==> config.mk <==
export PLATFORM = sky130hd
export DESIGN_NAME = uart_regif
export DESIGN_NICKNAME = d
export VERILOG_FILES = /design/src/rtl/uart_regif_pkg.sv /design/src/rtl/uart_bus_decode.sv /design/src/rtl/uart_tx_path.sv /design/src/rtl/uart_irq_ctrl.sv /design/src/rtl/uart_regif.sv
export SDC_FILE = /design/constraint.sdc
export NUM_CORES = 1
export LEC_CHECK = 0
export ABC_AREA = 1
export ABC_CLOCK_PERIOD_IN_PS = 2250
export BUFFER_PORTS_ARGS = -buffer_cell sky130_fd_sc_hd__buf_4
export CAP_MARGIN = 20
export CELL_PAD_IN_SITES_DETAIL_PLACEMENT = 1
export CELL_PAD_IN_SITES_GLOBAL_PLACEMENT = 1
export CORE_ASPECT_RATIO = 0.9
export CORE_MARGIN = 2
export CORE_UTILIZATION = 32
export CTS_CLUSTER_DIAMETER = 100
export CTS_CLUSTER_SIZE = 10
export DETAILED_ROUTE_END_ITERATION = 8
export GPL_ROUTABILITY_DRIVEN = 0
export GPL_TIMING_DRIVEN = 0
export PLACE_DENSITY = 0.75
export SETUP_SLACK_MARGIN = 0.4
export SYNTH_ARGS = -nofsm -noshare
export SYNTH_HDL_FRONTEND = slang
export SYNTH_SLANG_ARGS = --single-unit
==> constraint.sdc <==
create_clock -name clk_i -period 2.25 [get_ports clk_i]
set_clock_uncertainty 0.2 [all_clocks]
set_input_delay 0.225 -clock clk_i [delete_from_list [all_inputs] [get_ports clk_i]]
set_output_delay 0.225 -clock clk_i [all_outputs]
set_load 0.01 [all_outputs]
==> src/rtl/uart_regif_pkg.sv <==
package uart_regif_pkg;
  localparam int REG_W    = 8;
  localparam int NUM_REGS = 8;
  localparam int IDX_W    = $clog2(NUM_REGS);

  localparam logic [IDX_W-1:0] IDX_DATA = 3'd0;
  localparam logic [IDX_W-1:0] IDX_IER  = 3'd1;
  localparam logic [IDX_W-1:0] IDX_IIR  = 3'd2;
  localparam logic [IDX_W-1:0] IDX_LCR  = 3'd3;
  localparam logic [IDX_W-1:0] IDX_MCR  = 3'd4;
  localparam logic [IDX_W-1:0] IDX_LSR  = 3'd5;
  localparam logic [IDX_W-1:0] IDX_MSR  = 3'd6;
  localparam logic [IDX_W-1:0] IDX_DIV  = 3'd7;

  localparam int LSR_RXRDY = 0;
  localparam int LSR_TXE   = 5;
  localparam int IER_RX    = 0;
  localparam int IER_TX    = 1;
  localparam int IIR_TX    = 1;
  localparam int IIR_RX    = 2;

  localparam logic [REG_W-1:0] LSR_RESET = 8'h20;

  typedef enum logic [1:0] {TX_IDLE, TX_OFFER, TX_FLIGHT} tx_state_e;

  function automatic logic [REG_W-1:0] word_mask(input logic [1:0] wlen);
    case (wlen)
      2'd0:    return 8'h1F;
      2'd1:    return 8'h3F;
      2'd2:    return 8'h7F;
      default: return 8'hFF;
    endcase
  endfunction
endpackage

==> src/rtl/uart_bus_decode.sv <==
module uart_bus_decode
  import uart_regif_pkg::*;
#(
  parameter int ADDR_W = 8,
  parameter int SIZE_W = 3,
  parameter int BUS_BYTES = 4
) (
  input  logic                req_i,
  input  logic [ADDR_W-1:0]   addr_i,
  input  logic [SIZE_W-1:0]   size_i,
  output logic [NUM_REGS-1:0] sel_o,
  output logic                err_o
);
  localparam int LSB_W = $clog2(BUS_BYTES);
  localparam int TOP_LSB = LSB_W + IDX_W;

  logic legal;
  logic [IDX_W-1:0] idx;

  assign idx = addr_i[TOP_LSB-1:LSB_W];

  always_comb begin
    legal = (size_i == SIZE_W'(BUS_BYTES)) && (addr_i[LSB_W-1:0] == '0);
    if (addr_i[ADDR_W-1:TOP_LSB] != '0) legal = 1'b0;
  end

  assign err_o = req_i && !legal;

  for (genvar g = 0; g < NUM_REGS; g++) begin : g_sel
    assign sel_o[g] = req_i && legal && (idx == IDX_W'(g));
  end
endmodule

==> src/rtl/uart_tx_path.sv <==
module uart_tx_path
  import uart_regif_pkg::*;
(
  input  logic             clk_i,
  input  logic             rst_ni,
  input  logic             load_i,
  input  logic [REG_W-1:0] load_data_i,
  input  logic [1:0]       wlen_i,
  input  logic             tx_ready_i,
  input  logic             tx_done_i,
  output logic             tx_valid_o,
  output logic [REG_W-1:0] tx_data_o,
  output logic             done_o
);
  tx_state_e state_q, state_d;
  logic [REG_W-1:0] thr_q;

  always_comb begin
    state_d = state_q;
    case (state_q)
      TX_OFFER:  if (tx_ready_i) state_d = TX_FLIGHT;
      TX_FLIGHT: if (tx_done_i) state_d = TX_IDLE;
      default:   state_d = TX_IDLE;
    endcase
    if (load_i) state_d = TX_OFFER;
  end

  always_ff @(posedge clk_i or negedge rst_ni) begin
    if (!rst_ni) begin
      state_q <= TX_IDLE;
      thr_q   <= '0;
    end else begin
      state_q <= state_d;
      if (load_i) thr_q <= load_data_i;
    end
  end

  assign tx_valid_o = (state_q == TX_OFFER);
  assign tx_data_o  = thr_q & word_mask(wlen_i);
  assign done_o     = (state_q == TX_FLIGHT) && tx_done_i && !load_i;

  AST_TX_HOLD: assert property (@(posedge clk_i) disable iff (!rst_ni)
    tx_valid_o && !tx_ready_i |=> tx_valid_o) else $error("tx hold");
  AST_STRAY_DONE: assert property (@(posedge clk_i) disable iff (!rst_ni)
    (state_q == TX_IDLE) |-> !done_o) else $error("stray done");
endmodule

==> src/rtl/uart_irq_ctrl.sv <==
module uart_irq_ctrl
  import uart_regif_pkg::*;
(
  input  logic             clk_i,
  input  logic             rst_ni,
  input  logic [REG_W-1:0] ier_i,
  input  logic             tx_empty_i,
  input  logic             ier_wr_i,
  input  logic             iir_wr_i,
  input  logic [REG_W-1:0] wdata_i,
  input  logic             thr_wr_i,
  input  logic             tx_done_i,
  input  logic             rx_evt_i,
  input  logic             rbr_rd_i,
  output logic [REG_W-1:0] iir_o,
  output logic             irq_o
);
  logic tx_pend_q, tx_pend_d, rx_pend_q, rx_pend_d;

  always_comb begin
    tx_pend_d = tx_pend_q;
    if (thr_wr_i) tx_pend_d = 1'b0;
    if (iir_wr_i) tx_pend_d = wdata_i[IIR_TX];
    if (ier_wr_i && wdata_i[IER_TX] && tx_empty_i) tx_pend_d = 1'b1;
    if (tx_done_i) tx_pend_d = 1'b1;

    rx_pend_d = rx_pend_q;
    if (rbr_rd_i) rx_pend_d = 1'b0;
    if (iir_wr_i) rx_pend_d = wdata_i[IIR_RX];
    if (rx_evt_i && ier_i[IER_RX]) rx_pend_d = 1'b1;
  end

  always_ff @(posedge clk_i or negedge rst_ni) begin
    if (!rst_ni) begin
      tx_pend_q <= 1'b0;
      rx_pend_q <= 1'b0;
    end else begin
      tx_pend_q <= tx_pend_d;
      rx_pend_q <= rx_pend_d;
    end
  end

  // receive cause wins the identification code
  always_comb begin
    iir_o = '0;
    if (rx_pend_q)      iir_o[IIR_RX] = 1'b1;
    else if (tx_pend_q) iir_o[IIR_TX] = 1'b1;
  end

  assign irq_o = (rx_pend_q && ier_i[IER_RX]) || (tx_pend_q && ier_i[IER_TX]);

  AST_IIR_CODE: assert property (@(posedge clk_i) disable iff (!rst_ni)
    $countones(iir_o) <= 1) else $error("iir code");
  AST_IRQ_CAUSE: assert property (@(posedge clk_i) disable iff (!rst_ni)
    irq_o |-> (iir_o != '0)) else $error("irq cause");
  AST_DONE_PEND: assert property (@(posedge clk_i) disable iff (!rst_ni)
    tx_done_i && !iir_wr_i |=> tx_pend_q) else $error("done pend");
endmodule

==> src/rtl/uart_regif.sv <==
module uart_regif
  import uart_regif_pkg::*;
#(
  parameter int ADDR_W = 8,
  parameter int DATA_W = 32,
  parameter int SIZE_W = 3
) (
  input  logic              clk_i,
  input  logic              rst_ni,
  input  logic              req_i,
  input  logic              we_i,
  input  logic [ADDR_W-1:0] addr_i,
  input  logic [SIZE_W-1:0] size_i,
  input  logic [DATA_W-1:0] wdata_i,
  output logic [DATA_W-1:0] rdata_o,
  output logic              err_o,
  output logic              tx_valid_o,
  input  logic              tx_ready_i,
  output logic [REG_W-1:0]  tx_data_o,
  input  logic              tx_done_i,
  input  logic              rx_valid_i,
  input  logic [REG_W-1:0]  rx_data_i,
  output logic              irq_o
);
  localparam int BUS_BYTES = DATA_W / 8;

  logic [NUM_REGS-1:0] sel, wr_sel;
  logic                rd_data;
  logic [REG_W-1:0]    wbyte;
  logic [REG_W-1:0]    rbr_q, ier_q, lcr_q, mcr_q, lsr_q, msr_q, div_q;
  logic [REG_W-1:0]    lsr_d, iir;
  logic                tx_done;
  logic [REG_W-1:0]    view [NUM_REGS];
  logic                unused_wdata;

  assign wbyte        = wdata_i[REG_W-1:0];
  assign unused_wdata = ^wdata_i[DATA_W-1:REG_W];

  uart_bus_decode #(
    .ADDR_W(ADDR_W), .SIZE_W(SIZE_W), .BUS_BYTES(BUS_BYTES)
  ) u_dec (
    .req_i(req_i), .addr_i(addr_i), .size_i(size_i), .sel_o(sel), .err_o(err_o)
  );

  assign wr_sel  = we_i ? sel : '0;
  assign rd_data = !we_i && sel[IDX_DATA];

  uart_tx_path u_tx (
    .clk_i(clk_i), .rst_ni(rst_ni),
    .load_i(wr_sel[IDX_DATA]), .load_data_i(wbyte), .wlen_i(lcr_q[1:0]),
    .tx_ready_i(tx_ready_i), .tx_done_i(tx_done_i),
    .tx_valid_o(tx_valid_o), .tx_data_o(tx_data_o), .done_o(tx_done)
  );

  uart_irq_ctrl u_irq (
    .clk_i(clk_i), .rst_ni(rst_ni),
    .ier_i(ier_q), .tx_empty_i(lsr_q[LSR_TXE]),
    .ier_wr_i(wr_sel[IDX_IER]), .iir_wr_i(wr_sel[IDX_IIR]), .wdata_i(wbyte),
    .thr_wr_i(wr_sel[IDX_DATA]), .tx_done_i(tx_done),
    .rx_evt_i(rx_valid_i), .rbr_rd_i(rd_data),
    .iir_o(iir), .irq_o(irq_o)
  );

  always_comb begin
    lsr_d = lsr_q;
    if (wr_sel[IDX_LSR])  lsr_d = wbyte;
    if (wr_sel[IDX_DATA]) lsr_d[LSR_TXE] = 1'b0;
    if (rd_data)          lsr_d[LSR_RXRDY] = 1'b0;
    if (tx_done)          lsr_d[LSR_TXE] = 1'b1;
    if (rx_valid_i)       lsr_d[LSR_RXRDY] = 1'b1;
  end

  always_ff @(posedge clk_i or negedge rst_ni) begin
    if (!rst_ni) begin
      rbr_q <= '0;
      ier_q <= '0;
      lcr_q <= '0;
      mcr_q <= '0;
      lsr_q <= LSR_RESET;
      msr_q <= '0;
      div_q <= '0;
    end else begin
      lsr_q <= lsr_d;
      if (rx_valid_i)      rbr_q <= rx_data_i;
      if (wr_sel[IDX_IER]) ier_q <= wbyte;
      if (wr_sel[IDX_LCR]) lcr_q <= wbyte;
      if (wr_sel[IDX_MCR]) mcr_q <= wbyte;
      if (wr_sel[IDX_MSR]) msr_q <= wbyte;
      if (wr_sel[IDX_DIV]) div_q <= wbyte;
    end
  end

  always_comb begin
    view[IDX_DATA] = rbr_q;
    view[IDX_IER]  = ier_q;
    view[IDX_IIR]  = iir;
    view[IDX_LCR]  = lcr_q;
    view[IDX_MCR]  = mcr_q;
    view[IDX_LSR]  = lsr_q;
    view[IDX_MSR]  = msr_q;
    view[IDX_DIV]  = div_q;
  end

  always_comb begin
    rdata_o = '0;
    for (int i = 0; i < NUM_REGS; i++)
      if (sel[i]) rdata_o = DATA_W'(view[i]);
  end

  AST_SEL_ONEHOT: assert property (@(posedge clk_i) disable iff (!rst_ni)
    $onehot0(sel) && !(err_o && sel != '0)) else $error("sel");
  AST_ERR_NOWRITE: assert property (@(posedge clk_i) disable iff (!rst_ni)
    err_o && !rx_valid_i && !tx_done |=> $stable(lsr_q) && $stable(ier_q)) else $error("err");
  AST_THR_BUSY: assert property (@(posedge clk_i) disable iff (!rst_ni)
    wr_sel[IDX_DATA] |=> !lsr_q[LSR_TXE] && tx_valid_o) else $error("thr");
  AST_RX_SET: assert property (@(posedge clk_i) disable iff (!rst_ni)
    rx_valid_i |=> lsr_q[LSR_RXRDY]) else $error("rx");
  AST_RBR_CLR: assert property (@(posedge clk_i) disable iff (!rst_ni)
    rd_data && !rx_valid_i && !wr_sel[IDX_LSR] |=> !lsr_q[LSR_RXRDY]) else $error("rbr");
endmodule

## After elaboration in Yosys (flattened, before gate mapping)

Index checks and enable logic that the tools add are counted.

| cells by class | value |
|---|---|
| div/mod/pow operators | 0 |
| equal/unequal tests | 14 |
| bitwise logic cells | 1 |
| add/subtract/negate cells | 0 |
| multiply operators | 0 |
| mux-type cells | 30 |
| reductions and logical operators | 32 |
| order comparisons | 0 |
| shift operators | 0 |

Operator list:

| operator | number |
|---|---|
| 32-bit 2-to-1 mux | 7 |
| 8-bit one-hot mux with 3 select lines | 1 |
| 1-bit logical AND | 19 |
| 8-bit 2-to-1 mux | 2 |
| 3-bit == test, second input constant | 5 |
| 1-bit 2-to-1 mux | 15 |
| 3-bit nonzero test | 4 |
| 8-bit AND | 1 |
| 3-bit by 2-bit == test with 1-bit output, second input constant | 2 |
| 2-bit 2-to-1 mux | 3 |
| 6-bit 2-to-1 mux | 1 |
| 2-bit by 1-bit == test with 1-bit output, second input constant | 2 |
| 2-bit == test, second input constant | 2 |
| 2-bit logical NOT | 2 |
| 2-bit one-hot mux with 2 select lines | 1 |
| 4-bit nonzero test | 1 |
| 3-bit by 1-bit == test with 1-bit output, second input constant | 1 |
| 1-bit logical NOT | 3 |
| 3-bit logical NOT | 1 |
| 3-bit by 1-bit inequality test with 1-bit output, second input constant | 1 |
| 3-bit inequality test, second input constant | 1 |
| 2-bit AND reduction | 1 |
| 1-bit logical OR | 1 |

| word-level totals | value |
|---|---|
| latch bits | 0 |
| output and inout port bits | 43 |
| RAM bits | 0 |
| memory bits (read-only) | 0 |
| memories | 0 |
| input port bits | 58 |
| register bits | 68 |
| logic and storage cells | 90 |

## Logic depth before layout (Yosys ltp)

Gate-level depths: netlist of the first run.

| depth | value |
|---|---|
| depth after elaboration | 13 |
| depth in mapped cells | 13 |
| mapped depth without buffers | 13 |

## Cells and area by module

From an unflattened synthesis of the first run, not the netlist that was laid out.

| unflattened totals | value |
|---|---|
| cells, all modules | 513 |
| area total of the unflattened synthesis | 3811.2 um^2 |

Modules (own cells, without submodules):

| module | sequential area each (um^2) | area an instance (um^2) | cells an instance | instances |
|---|---|---|---|---|
| uart_regif | 1402.6 | 3004.1 | 393 | 1 |
| uart_tx_path | 250.2 | 465.4 | 58 | 1 |
| uart_irq_ctrl | 50.0 | 181.4 | 28 | 1 |
| uart_bus_decode | 0.0 | 160.2 | 34 | 1 |

## Worst setup path after synthesis of the first run

Ideal clock, no wire load.

| timing | value |
|---|---|
| path type | input port to output port |
| start | in addr_i[0] |
| end | out rdata_o[0] |
| setup slack | 525 ps |
| arrival | 1300 ps |
| data required time | 1825 ps |
| cell stages on the path | 7 |
| path buffers | 0 |
| cell sequence | nor2_1 -> nand2_1 -> nor2_4 -> nand2_1 -> nor3_1 -> nand2_1 -> nand4_1 |

| on the way | value |
|---|---|
| cells in the longest elaborated chain, start to end | 13 |
| elaborated cells on any way between the ends | 20 |
| those cells by class | mux: 9; reduce/logical: 11 |

Ends and longest elaborated chain:

| what | line | source |
|---|---|---|
| start, declared | uart_regif.sv:12 | `input logic [ADDR_W-1:0] addr_i,` |
| 2-bit logical NOT (*) | uart_bus_decode.sv:23 | `legal = (size_i == SIZE_W'(BUS_BYTES)) && (addr_i[LSB_W-1:0] == '0);` |
| 1-bit logical AND (*) | uart_bus_decode.sv:23 |  |
| 1-bit 2-to-1 mux (*) | uart_bus_decode.sv:24 | `if (addr_i[ADDR_W-1:TOP_LSB] != '0) legal = 1'b0;` |
| 1-bit logical AND (*) | uart_bus_decode.sv:30 | `assign sel_o[g] = req_i && legal && (idx == IDX_W'(g));` |
| 1-bit logical AND | uart_bus_decode.sv:30 |  |
| 8-bit 2-to-1 mux | uart_regif.sv:107 | `if (sel[i]) rdata_o = DATA_W'(view[i]);` |
| 32-bit 2-to-1 mux (6 in series) | uart_regif.sv:107 |  |
| 32-bit 2-to-1 mux (*) | uart_regif.sv:107 |  |
| end, declared | uart_regif.sv:15 | `output logic [DATA_W-1:0] rdata_o,` |

Every way passes the cells marked *; elsewhere a longest branch is shown, timed or not.

## Final worst setup path of the first run

| timing | value |
|---|---|
| start | in addr_i[0] |
| end | out rdata_o[6] |

The elaborated chain is that of the path after synthesis.

==> metrics, run 1 <==
clock share of power=0.474; Final Max Slew Viols=0; peak supply drop=approximately 340 uV; synth-to-layout area growth=41.9%; largest net degree at the start of global routing=just under 70; Worst EP required=around 1.8 ns; Slowest cell on crit path=nor2_4; Setup CP Type=input port to output port; Logic pwr share=0.093; final net count=roughly 610; area of the core=10900 sq um; CTS Buf Count=9; worst hold start=tx_done_i; CTS tree=done; Slew headroom=0.395; CP max stage delay=approximately 0.25 ns; drt initial violations=140; Pre-antenna DRT Iters=4; Die H=~100 um; clock slew seen by the registers of the worst setup and hold paths=around 0.050 ns; synth warn=0; Tmin final=around 2.2 ns; CP endpoint kind=output port; largest area contributor in the netlist=dfrtp_1; Residual DRC=0; io pins=~100; Inst Count DP=around 660; #FFs+latches synth=slightly below 70; first-pass GRT wire length=approximately 20000 um; switching part of the total=0.240; share of layout cells above drive strength 1=0.362; Site Rows=36; final WL=between 10000 and 15000 um; H-tree levels=3; Synth area leaders=dfrtp_1, nand2_1, buf_4; worst r2r src=u_tx.state_q[0]; endpoints failing setup=0; P_int=around 2200 uW; Avg Vias per Cell=around 4.8; GR Util All Layers=0.209; maximum fanout along the worst path=6; clk buf depth=2; die outline area=around 12000 sq um; initial antenna violation count=0; Worst Hold End=lsr_q[5]; WHS Path Cells=3; PD cells=between 500 and 600 nW/um^2; arrival time worst endpoint=between 1.5 and 2 ns; f_max=roughly 0.46 GHz; Clock Sinks=about 70; Cell Area, Synth=around 3600 sq um; remaining antenna violation count=0; leak pwr=0.00245 uW; vias post-DR=roughly 3400; sequential area share after synthesis=0.472; port buffer count=50; synth unique cells=33; most frequent cells in the layout=nand2_1, buf_4, dfrtp_1; R2R cell count=5; outcome=finished, final reports clean; Worst setup SP type=input port; DP HPWL=7550 um; Most common cell on crit path=nand2_1; post-synthesis cell count=between 400 and 500; worst min path class=input port to flip-flop; Layout Utilization=0.469; GRT Residual Overflow=0; most common cell after layout, fill and taps aside=nand2_1; unrepaired setup endpoints after global routing=true; Routed wire per std cell=~17 um; worst reg2reg endpoint=u_tx.state_q[1]; CP cell instances=buf_8 > nor2_4 > nand2_2 > nor2_4 > nand4_1 > nand2_1 > nand3_1 > nand2_1 > nand2_1 > nand2_1 > nand2_2 > nand2_1 > buf_4; Slew @ Worst Pin=~0.9 ns; Design Power=around 3000 uW; final setup TNS=0 ns; vias in the first global route=approximately 3800; Synth Area per Inst=approximately 8.2 sq um; share of the synthesized area in the top cell type=0.465; Final Non-Filler Cells=roughly 700; Chip Width=approximately 120 um; Antenna Cells=0; P_sw=701 uW; FF-to-FF setup slack=approximately 1.1 ns; Sequential Power Share=0.433; root buffer cell=clkbuf_16; clock latency on the worst-skew pair=0.33 ns; final hold violation count=0; Max-Cap Viols=0; Tcrit/Tclk final=0.966; Starting Density=0.331
==> state kept, by name, summed over array words and instances (netlist names), 2 cells and up <==
| name | count |
|---|---|
| div_q | 8 |
| ier_q | 8 |
| lcr_q | 8 |
| lsr_q | 8 |
| mcr_q | 8 |
| msr_q | 8 |
| rbr_q | 8 |
| u_tx.state_q | 2 |
| u_tx.thr_q | 8 |
==> worst max-delay path by stage <==
stage | from | to | cells after the start
floorplan | addr_i[0] | rdata_o[0] | 7
global placement | addr_i[0] | rdata_o[0] | 9
detailed placement | addr_i[6] | rdata_o[0] | 9
CTS | size_i[2] | rdata_o[7] | 14
global route | addr_i[3] | rdata_o[7] | 12
finish | addr_i[0] | rdata_o[6] | 13
==> metrics by stage <==
step                area, sq um  hold slack (ns)  setup slack [ns]
finish                     5120          0.00442            0.0757
global route               5120           0.0417          -0.00916
CTS                        4980          0.00197             0.177
detailed placement         4260            0.207            -0.280
global placement           4260            0.193            -0.278
floorplan                  3690           -0.271             0.525
==> critical path: cells and delay by family <==
kind | cells | cell delay [ns]
AND/OR/NAND/NOR | 11 | 1.32
buffers and inverters | 2 | 0.21
==> per-layer routing <==
| layer | global-route usage | vias to the layer above | routed length [um] |
|---|---|---|---|
| met2 | 0.360 | 98 | 6270 |
| met5 | 0 | - | 0 |
| li1 | - | 1595 | - |
| met1 | 0.256 | 1664 | 5080 |
| met4 | 0.0714 | 0 | 370 |
| met3 | 0.0470 | 25 | 523 |
==> cells in the mapped netlist, drive strengths merged <==
library cell,number
inv,45
o21a,1
nor2,38
o22ai,1
clkbuf,1
nor3,7
dfrtp,67
nand3,17
buf,41
and3,1
a22o,1
o21bai,1
a21oi,9
mux2,8
nand2,124
dfstp,1
o21ai,55
o211ai,3
nand3b,1
nand4,15
o2111ai,1
conb,1
==> area by class of cell <==
class | count | area, sq um
buffer | 42 | 324
clock inverter | 5 | 53.8
fill | 1349 | 5780
clock buffer | 10 | 229
multi-input combinational | 307 | 1720
tap | 152 | 190
sequential | 68 | 1700
timing repair buffer | 81 | 718
inverter | 45 | 179
==> power by group through the flow <==
stage	Clock (uW)	Combinational [uW]	Sequential [uW]
4_1_cts	1390	259	1260
6_report	1380	272	1260
2_1_floorplan	0	115	1280
3_5_place_dp	0	215	1280
5_1_grt	1450	297	1260
3_3_place_gp	0	210	1280
==> kinds of logic after synthesis <==
family	Yosys count	share of synthesized area
flops	68	0.472
simple gates	203	0.258
buf+inv	87	0.132
mux	8	0.0250
compound gates	72	0.112
other cells	1	0.00104
==> timing repair <==
item,4_1_cts,5_1_grt
endpoints found under the setup margin,8,20
endpoints found under the hold margin,81,0
gates resized for setup,54,31
hold buffers,15,0
buffers inserted,12,4
pin swaps,30,25
(Power assumes the default switching activity.)
==> run 2: changes to the inputs <==
- ABC_AREA: 1 -> default
- CAP_MARGIN: 20 -> default
- PLACE_DENSITY: 0.75 -> 0.71
==> run 2 against run 1 <==
Compared with the run above:
- the run now ends with setup timing left
- global-route usage decreased by 2.4 points
- sequential share of layout area down 2.1 points
- routed wire length down 9.9%
- critical path depth decreased by 5
- die area is 1.3% higher
- area after synthesis up 1.3%
- first-iteration DRC count rose by 26%
- final area grew 6.7%
- sequential cell count stayed put
==> metrics, run 2 <==
Most common cell on crit path=buf_6 (was nand2_1); Worst setup SP type=input port (unchanged); FF-to-FF setup slack=0.98 ns (was 1.10 ns); CP max stage delay=0.53 ns (was 0.25 ns); CTS tree=done (unchanged); Async S/R FF share, synth=1.00 (unchanged); Slew headroom=0.404 (was 0.395); Synth area leaders=dfrtp_1, mux2_2, buf_4 (was dfrtp_1, nand2_1, buf_4); share of layout cells above drive strength 1=0.493 (was 0.362); Inst Count DP=547 (was 664); global-route met3 utilization=0.0472 (was 0.0470); f_max=0.435 GHz (was 0.460 GHz); Tcrit/Tclk final=1.02 (was 0.966); remaining antenna violation count=0 (unchanged); DP HPWL=6960 um (was 7550 um); synth-to-layout area growth=49.3% (was 41.9%); family with the most delay on the worst path=simple AND/OR/NAND/NOR gates (unchanged); Post-synth EDFFs=0 (unchanged); Tmin final=2.30 ns (was 2.17 ns); arrival time worst endpoint=1.87 ns (was 1.75 ns); failing checks=setup timing; outcome=finished, violations left (was finished, final reports clean); CP cell instances=buf_6 > or4_4 > buf_8 > nor3_4 > and2_4 > buf_12 > a31o_4 > buf_6 (was buf_8 > nor2_4 > nand2_2 > nor2_4 > nand4_1 > nand2_1 > nand3_1 > nand2_1 > nand2_1 > nand2_1 > nand2_2 > nand2_1 > buf_4); vias in the first global route=3107 (was 3803); area of the multi-input gates=2040 sq um (was 1720 sq um); Clock Sinks=68 (unchanged); PD cells=547 nW/um^2 (was 570 nW/um^2); final WL=11000 um (was 12200 um); Die H=105 um (about the same); Final Max Slew Viols=0 (unchanged); Max-Cap Viols=0 (unchanged); first-pass GRT wire length=17300 um (was 19500 um); worst min path class=input port to flip-flop (unchanged); synth warn=0 (unchanged); io pins=101 (unchanged); Synth Area per Inst=11.4 sq um (was 8.21 sq um); GRT Residual Overflow=0 (unchanged); largest net degree at the start of global routing=69 (unchanged); port buffer count=47 (was 50); GR Util All Layers=0.185 (was 0.209); most frequent cells in the layout=buf_4, dfrtp_1, mux2_4 (was nand2_1, buf_4, dfrtp_1); setup slack after layout=-0.0465 ns (was 0.0757 ns); Cell Area, Synth=3650 sq um (was 3610 sq um); Residual DRC=0 (unchanged); leak pwr=0.00261 uW (was 0.00245 uW); Seq. cell area=1700 sq um (unchanged); CP endpoint kind=output port (unchanged); Chip Width=117 um (was 116 um); clock latency on the worst-skew pair=0.33 ns (about the same); synth unique cells=51 (was 33); Setup WS pre-CTS=-0.342 ns (was -0.280 ns); vias post-DR=2869 (was 3382); M1 GR Usage=0.249 (was 0.256); Pre-antenna DRT Iters=4 (unchanged); Final Non-Filler Cells=598 (was 710); sequential area share after synthesis=0.466 (was 0.472); Routed wire per std cell=18.4 um (was 17.2 um); most common cell after layout, fill and taps aside=buf_4 (was nand2_1); Antenna Cells=0 (unchanged); Synth top cells by count=dfrtp_1, mux2_2, buf_4 (was nand2_1, dfrtp_1, o21ai_0); largest area contributor in the netlist=dfrtp_1 (unchanged); maximum fanout along the worst path=8 (was 6); clk buf depth=2 (unchanged); root buffer cell=clkbuf_16 (unchanged); endpoints failing setup=4 (was 0); die outline area=12300 sq um (was 12100 sq um); unrepaired setup endpoints after global routing=true (unchanged); post-synthesis cell count=321 (was 439); Synth Flop Type=dfrtp_1 (unchanged); Slew @ Worst Pin=0.894 ns (was 0.908 ns); #FFs+latches synth=68 (unchanged); final net count=496 (was 612); Avg Vias per Cell=4.80 (was 4.76); Site Rows=37 (was 36); Fill cells=1219 (was 1349); most frequent cell after synthesis=dfrtp_1 (was nand2_1); share of the synthesized area in the top cell type=0.459 (was 0.465); Starting Density=0.323 (was 0.331); Setup CP Type=input port to output port (unchanged); met2 Use GR=0.304 (was 0.360); drt initial violations=177 (was 140); area of the core=11300 sq um (was 10900 sq um); critical path buffer and inverter count=4 (was 2); CTS Buf Count=9 (unchanged); clock slew seen by the registers of the worst setup and hold paths=0.05 ns (about the same); Worst EP required=1.82 ns (about the same); H-tree levels=3 (unchanged); Slowest cell on crit path=or4_4 (was nor2_4); gr busiest metal=met2 (unchanged); final hold violation count=0 (unchanged); initial antenna violation count=0 (unchanged); peak supply drop=398 uV (was 337 uV)
-- run 2: worst paths after layout --
path | from | endpoint | cells after the start
min in group asynchronous | rst_ni | msr_q[6] | 2
worst min register to register | lsr_q[7] | lsr_q[7] | 2
worst min-delay path | tx_done_i | u_tx.state_q[1] | 4
max in group asynchronous | rst_ni | ier_q[2] | 2
worst max register to register | lsr_q[5] | u_irq.tx_pend_q | 4
worst max-delay path | addr_i[5] | rdata_o[2] | 8
-- run 2: worst min-delay path: stages --
cell,delay (ns)
buf_4,0.08
nor3b_1,0.04
a21oi_1,0.11
nor2_1,0.05
-- run 2: cell families (layout without fill, tap and decap cells) --
| family | after synthesis | count (layout) | share of synthesized area |
|---|---|---|---|
| AOI/OAI and AO/OA | 45 | 45 | 0.0877 |
| buffers and inverters | 54 | 152 | 0.0901 |
| other | 1 | 24 | 0.00103 |
| DFF | 68 | 68 | 0.466 |
| and+or+nand+nor | 79 | 79 | 0.129 |
| muxes | 74 | 74 | 0.226 |
-- run 2: report_power, final --
part,switching [uW],internal (uW)
Combinational,166,152
Clock,531,880
Sequential,14.0,1240
-- run 2: cell type report --
class,instances,share of cell area
tap,156,0.0358
timing repair buffer,83,0.141
buffer,48,0.0789
clock inverter,4,0.00917
inverter,6,0.00413
clock buffer,11,0.0445
sequential,68,0.312
multi-input combinational,222,0.374
-- run 2: metal layers --
metal	part of all wire	vias up
met5	0	-
met4	0.0086	0
met3	0.043	9
met2	0.50	72
met1	0.45	1457
li1	-	1331
-- run 2: per-stage QoR --
step / area (sq um) / total power, uW / utilization / setup TNS [ns] / hold slack, ns
2_1_floorplan: 4040 / 1430 / - / 0 / -0.271
3_3_place_gp: 4590 / 1550 / 0.406 / -10.90 / 0.195
3_5_place_dp: 4590 / 1550 / 0.406 / -12.02 / 0.210
4_1_cts: 5230 / 3000 / 0.463 / -0.0608 / 0.00638
5_1_grt: 5460 / 3090 / 0.483 / -0.287 / 0.0462
6_report: 5460 / 2990 / 0.483 / -0.0970 / 0.0138
-- run 2: repair_timing --
| action | 4_1_cts | 5_1_grt |
|---|---|---|
| endpoints found under the setup margin | 62 | 35 |
| pin swaps | 7 | 11 |
| resized for setup | 18 | 38 |
| gates cloned | 0 | 0 |
| buffers inserted | 8 | 10 |
| endpoints found under the hold margin | 87 | 0 |
| hold buffers | 18 | 0 |
==> run 3: changes to the inputs <==
- RECOVER_POWER: default -> 25
- SYNTH_HIERARCHICAL: default -> 1
==> run 3 against run 2 <==
Compared with the run above:
- the run ends with capacitance limit, slew limit, setup timing left
- first-iteration DRC count is 40% lower
- routed wire length down 2.0%
- total power rose by 0.98%
- sequential power about the same
- clock power rose by 6%
- sequential cell count unchanged
- cell count decreased by 3.5%
- setup slack lost 0.66 ns
- hold slack gained 0.0080 ns
- critical path type unchanged
- critical endpoint is now rdata_o[0]
==> metrics, run 3 <==
Setup WS pre-CTS=-0.826 ns (was -0.342 ns); Logic pwr share=0.085 (was 0.107); sequential area share after synthesis=0.480 (was 0.466); CP endpoint kind=output port (unchanged); Design Power=3020 uW (was 2990 uW); GR Util All Layers=0.172 (was 0.185); root buffer cell=clkbuf_16 (unchanged); clock slew seen by the registers of the worst setup and hold paths=0.06 ns (was 0.05 ns); Slew headroom=-0.0306 (was 0.404); vias in the first global route=3037 (was 3107); P_sw=676 uW (was 711 uW); Synth area leaders=dfrtp_1, mux2_2, buf_4 (unchanged); vias post-DR=2942 (was 2869); arrival time worst endpoint=2.54 ns (was 1.87 ns); final WL=10800 um (was 11000 um); Worst EP required=1.82 ns (about the same); Die H=104 um (was 105 um); io pins=101 (unchanged); Site Rows=36 (was 37); endpoints failing setup=24 (was 4); area of the core=10800 sq um (was 11300 sq um); Chip Width=115 um (was 117 um); Setup CP Type=input port to output port (unchanged); final setup TNS=-6.30 ns (was -0.0970 ns); drt initial violations=107 (was 177); synth-to-layout area growth=53.2% (was 49.3%); Pre-antenna DRT Iters=4 (unchanged); Clock Sinks=68 (unchanged); most frequent cell after synthesis=dfrtp_1 (unchanged); Final Max Slew Viols=69 (was 0); H-tree levels=3 (unchanged); Slew @ Worst Pin=1.55 ns (was 0.894 ns); Starting Density=0.328 (was 0.323); Avg Vias per Cell=5.10 (was 4.80); PD cells=555 nW/um^2 (was 547 nW/um^2); maximum fanout along the worst path=8 (unchanged); unrepaired setup endpoints after global routing=true (unchanged); port buffer count=52 (was 47); clock latency on the worst-skew pair=0.33 ns (about the same); failing checks=capacitance limit, slew limit, setup timing (was setup timing); GRT Residual Overflow=0 (unchanged); Routed wire per std cell=18.7 um (was 18.4 um); DP HPWL=6770 um (was 6960 um); first-pass GRT wire length=16000 um (was 17300 um); switching part of the total=0.224 (was 0.238); area of the multi-input gates=1950 sq um (was 2040 sq um); CTS tree=done (unchanged); clk buf depth=2 (unchanged); setup slack after layout=-0.710 ns (was -0.0465 ns); Fill cells=1126 (was 1219); CTS Buf Count=9 (unchanged); Tcrit/Tclk final=1.32 (was 1.02); synth warn=6 (was 0); initial antenna violation count=0 (unchanged); Residual DRC=0 (unchanged); Tmin final=2.96 ns (was 2.30 ns); Seq. cell area=1700 sq um (unchanged); post-synthesis cell count=300 (was 321); die outline area=11900 sq um (was 12300 sq um); P_int=2340 uW (was 2280 uW); largest net degree at the start of global routing=69 (unchanged); synth unique cells=39 (was 51); Sequential Power Share=0.417 (was 0.421); Synth Area per Inst=11.8 sq um (was 11.4 sq um); Async S/R FF share, synth=1.00 (unchanged); Max-Cap Viols=1 (was 0); peak supply drop=365 uV (was 398 uV); worst min path class=input port to flip-flop (unchanged); share of layout cells above drive strength 1=0.552 (was 0.493); leak pwr=0.00274 uW (was 0.00261 uW); WHS=0.0218 ns (was 0.0138 ns); Final Non-Filler Cells=577 (was 598); share of the synthesized area in the top cell type=0.473 (was 0.459); Cell Area, Synth=3550 sq um (was 3650 sq um); outcome=finished, violations left (unchanged); Synth Flop Type=dfrtp_1 (unchanged); Worst setup SP type=input port (unchanged); Synth top cells by count=dfrtp_1, mux2_2, buf_4 (unchanged); remaining antenna violation count=0 (unchanged); final net count=497 (was 496); clock share of power=0.499 (was 0.472); Inst Count DP=513 (was 547); most frequent cells in the layout=buf_4, dfrtp_1, mux2_2 (was buf_4, dfrtp_1, mux2_4); final hold violation count=0 (unchanged); Antenna Cells=0 (unchanged); largest area contributor in the netlist=dfrtp_1 (unchanged); f_max=0.338 GHz (was 0.435 GHz); most common cell after layout, fill and taps aside=buf_4 (unchanged); #FFs+latches synth=68 (unchanged); Post-synth EDFFs=0 (unchanged)
## run 3: area by class of cell
cell class,count,area share
Multi-Input combinational cell,206,0.359
Sequential cell,68,0.313
Timing Repair Buffer,99,0.159
Buffer,47,0.0716
Clock buffer,9,0.0415
Tap cell,133,0.0306
Clock inverter,7,0.0168
Inverter,8,0.00760
## run 3: stage by stage
stage | utilization | cell area, sq um
after floorplan | - | 3770
after global placement | 0.400 | 4320
after detailed placement | 0.400 | 4320
after CTS | 0.473 | 5120
after global routing | 0.503 | 5430
final | 0.503 | 5430
## run 3: path summary, 6_finish.rpt
path	start	slack, ns	to	cells past startpoint
setup / recovery	addr_i[6]	-0.71	rdata_o[0]	10
hold / removal	wdata_i[1]	0.02	u_irq/tx_pend_q	2
setup reg to reg	u_tx/state_q[0]	1.05	u_irq/tx_pend_q	2
hold reg to reg	msr_q[4]	0.30	msr_q[4]	1
max in group asynchronous	rst_ni	0.29	lcr_q[5]	2
min in group asynchronous	rst_ni	0.62	u_tx/thr_q[3]	2
## run 3: power groups by stage
stage,registers (uW),clock network (uW),logic [uW]
6_report,1260,1500,256
5_1_grt,1260,1570,279
4_1_cts,1260,1530,242
3_5_place_dp,1280,0,205
3_3_place_gp,1280,0,202
2_1_floorplan,1270,0,106
## run 3: cell families after synthesis
kind of cell           count (synthesis)  share of synthesized area
DFF                                   68                      0.480
other                                  2                    0.00212
buffers and inverters                 55                      0.102
muxes                                 62                      0.197
AOI/OAI and AO/OA                     63                      0.131
and+or+nand+nor                       50                     0.0882
## run 3: metal layers
metal | global-route usage | share of wire | vias to the layer above
li1 | - | - | 1343
met1 | 0.226 | 0.44 | 1490
met2 | 0.291 | 0.49 | 89
met3 | 0.0326 | 0.047 | 20
met4 | 0.0404 | 0.025 | 0
met5 | 0 | 0 | -
## run 3: repair_timing
item,4_1_cts,5_1_grt
endpoints found under the hold margin,87,0
pin swaps,5,17
endpoints found under the setup margin,68,69
gates cloned,2,1
buffers inserted,14,15
gates resized for setup,46,56
hold buffers,16,0
## run 3: critical path, cell delays in order
cell	delay, ns
buf_6	0.09
or4b_4	0.54
buf_12	0.17
nor4_4	0.46
nor2b_1	0.11
buf_4	0.19
a221o_1	0.32
o21ai_1	0.10
a31oi_1	0.13
buf_4	0.20
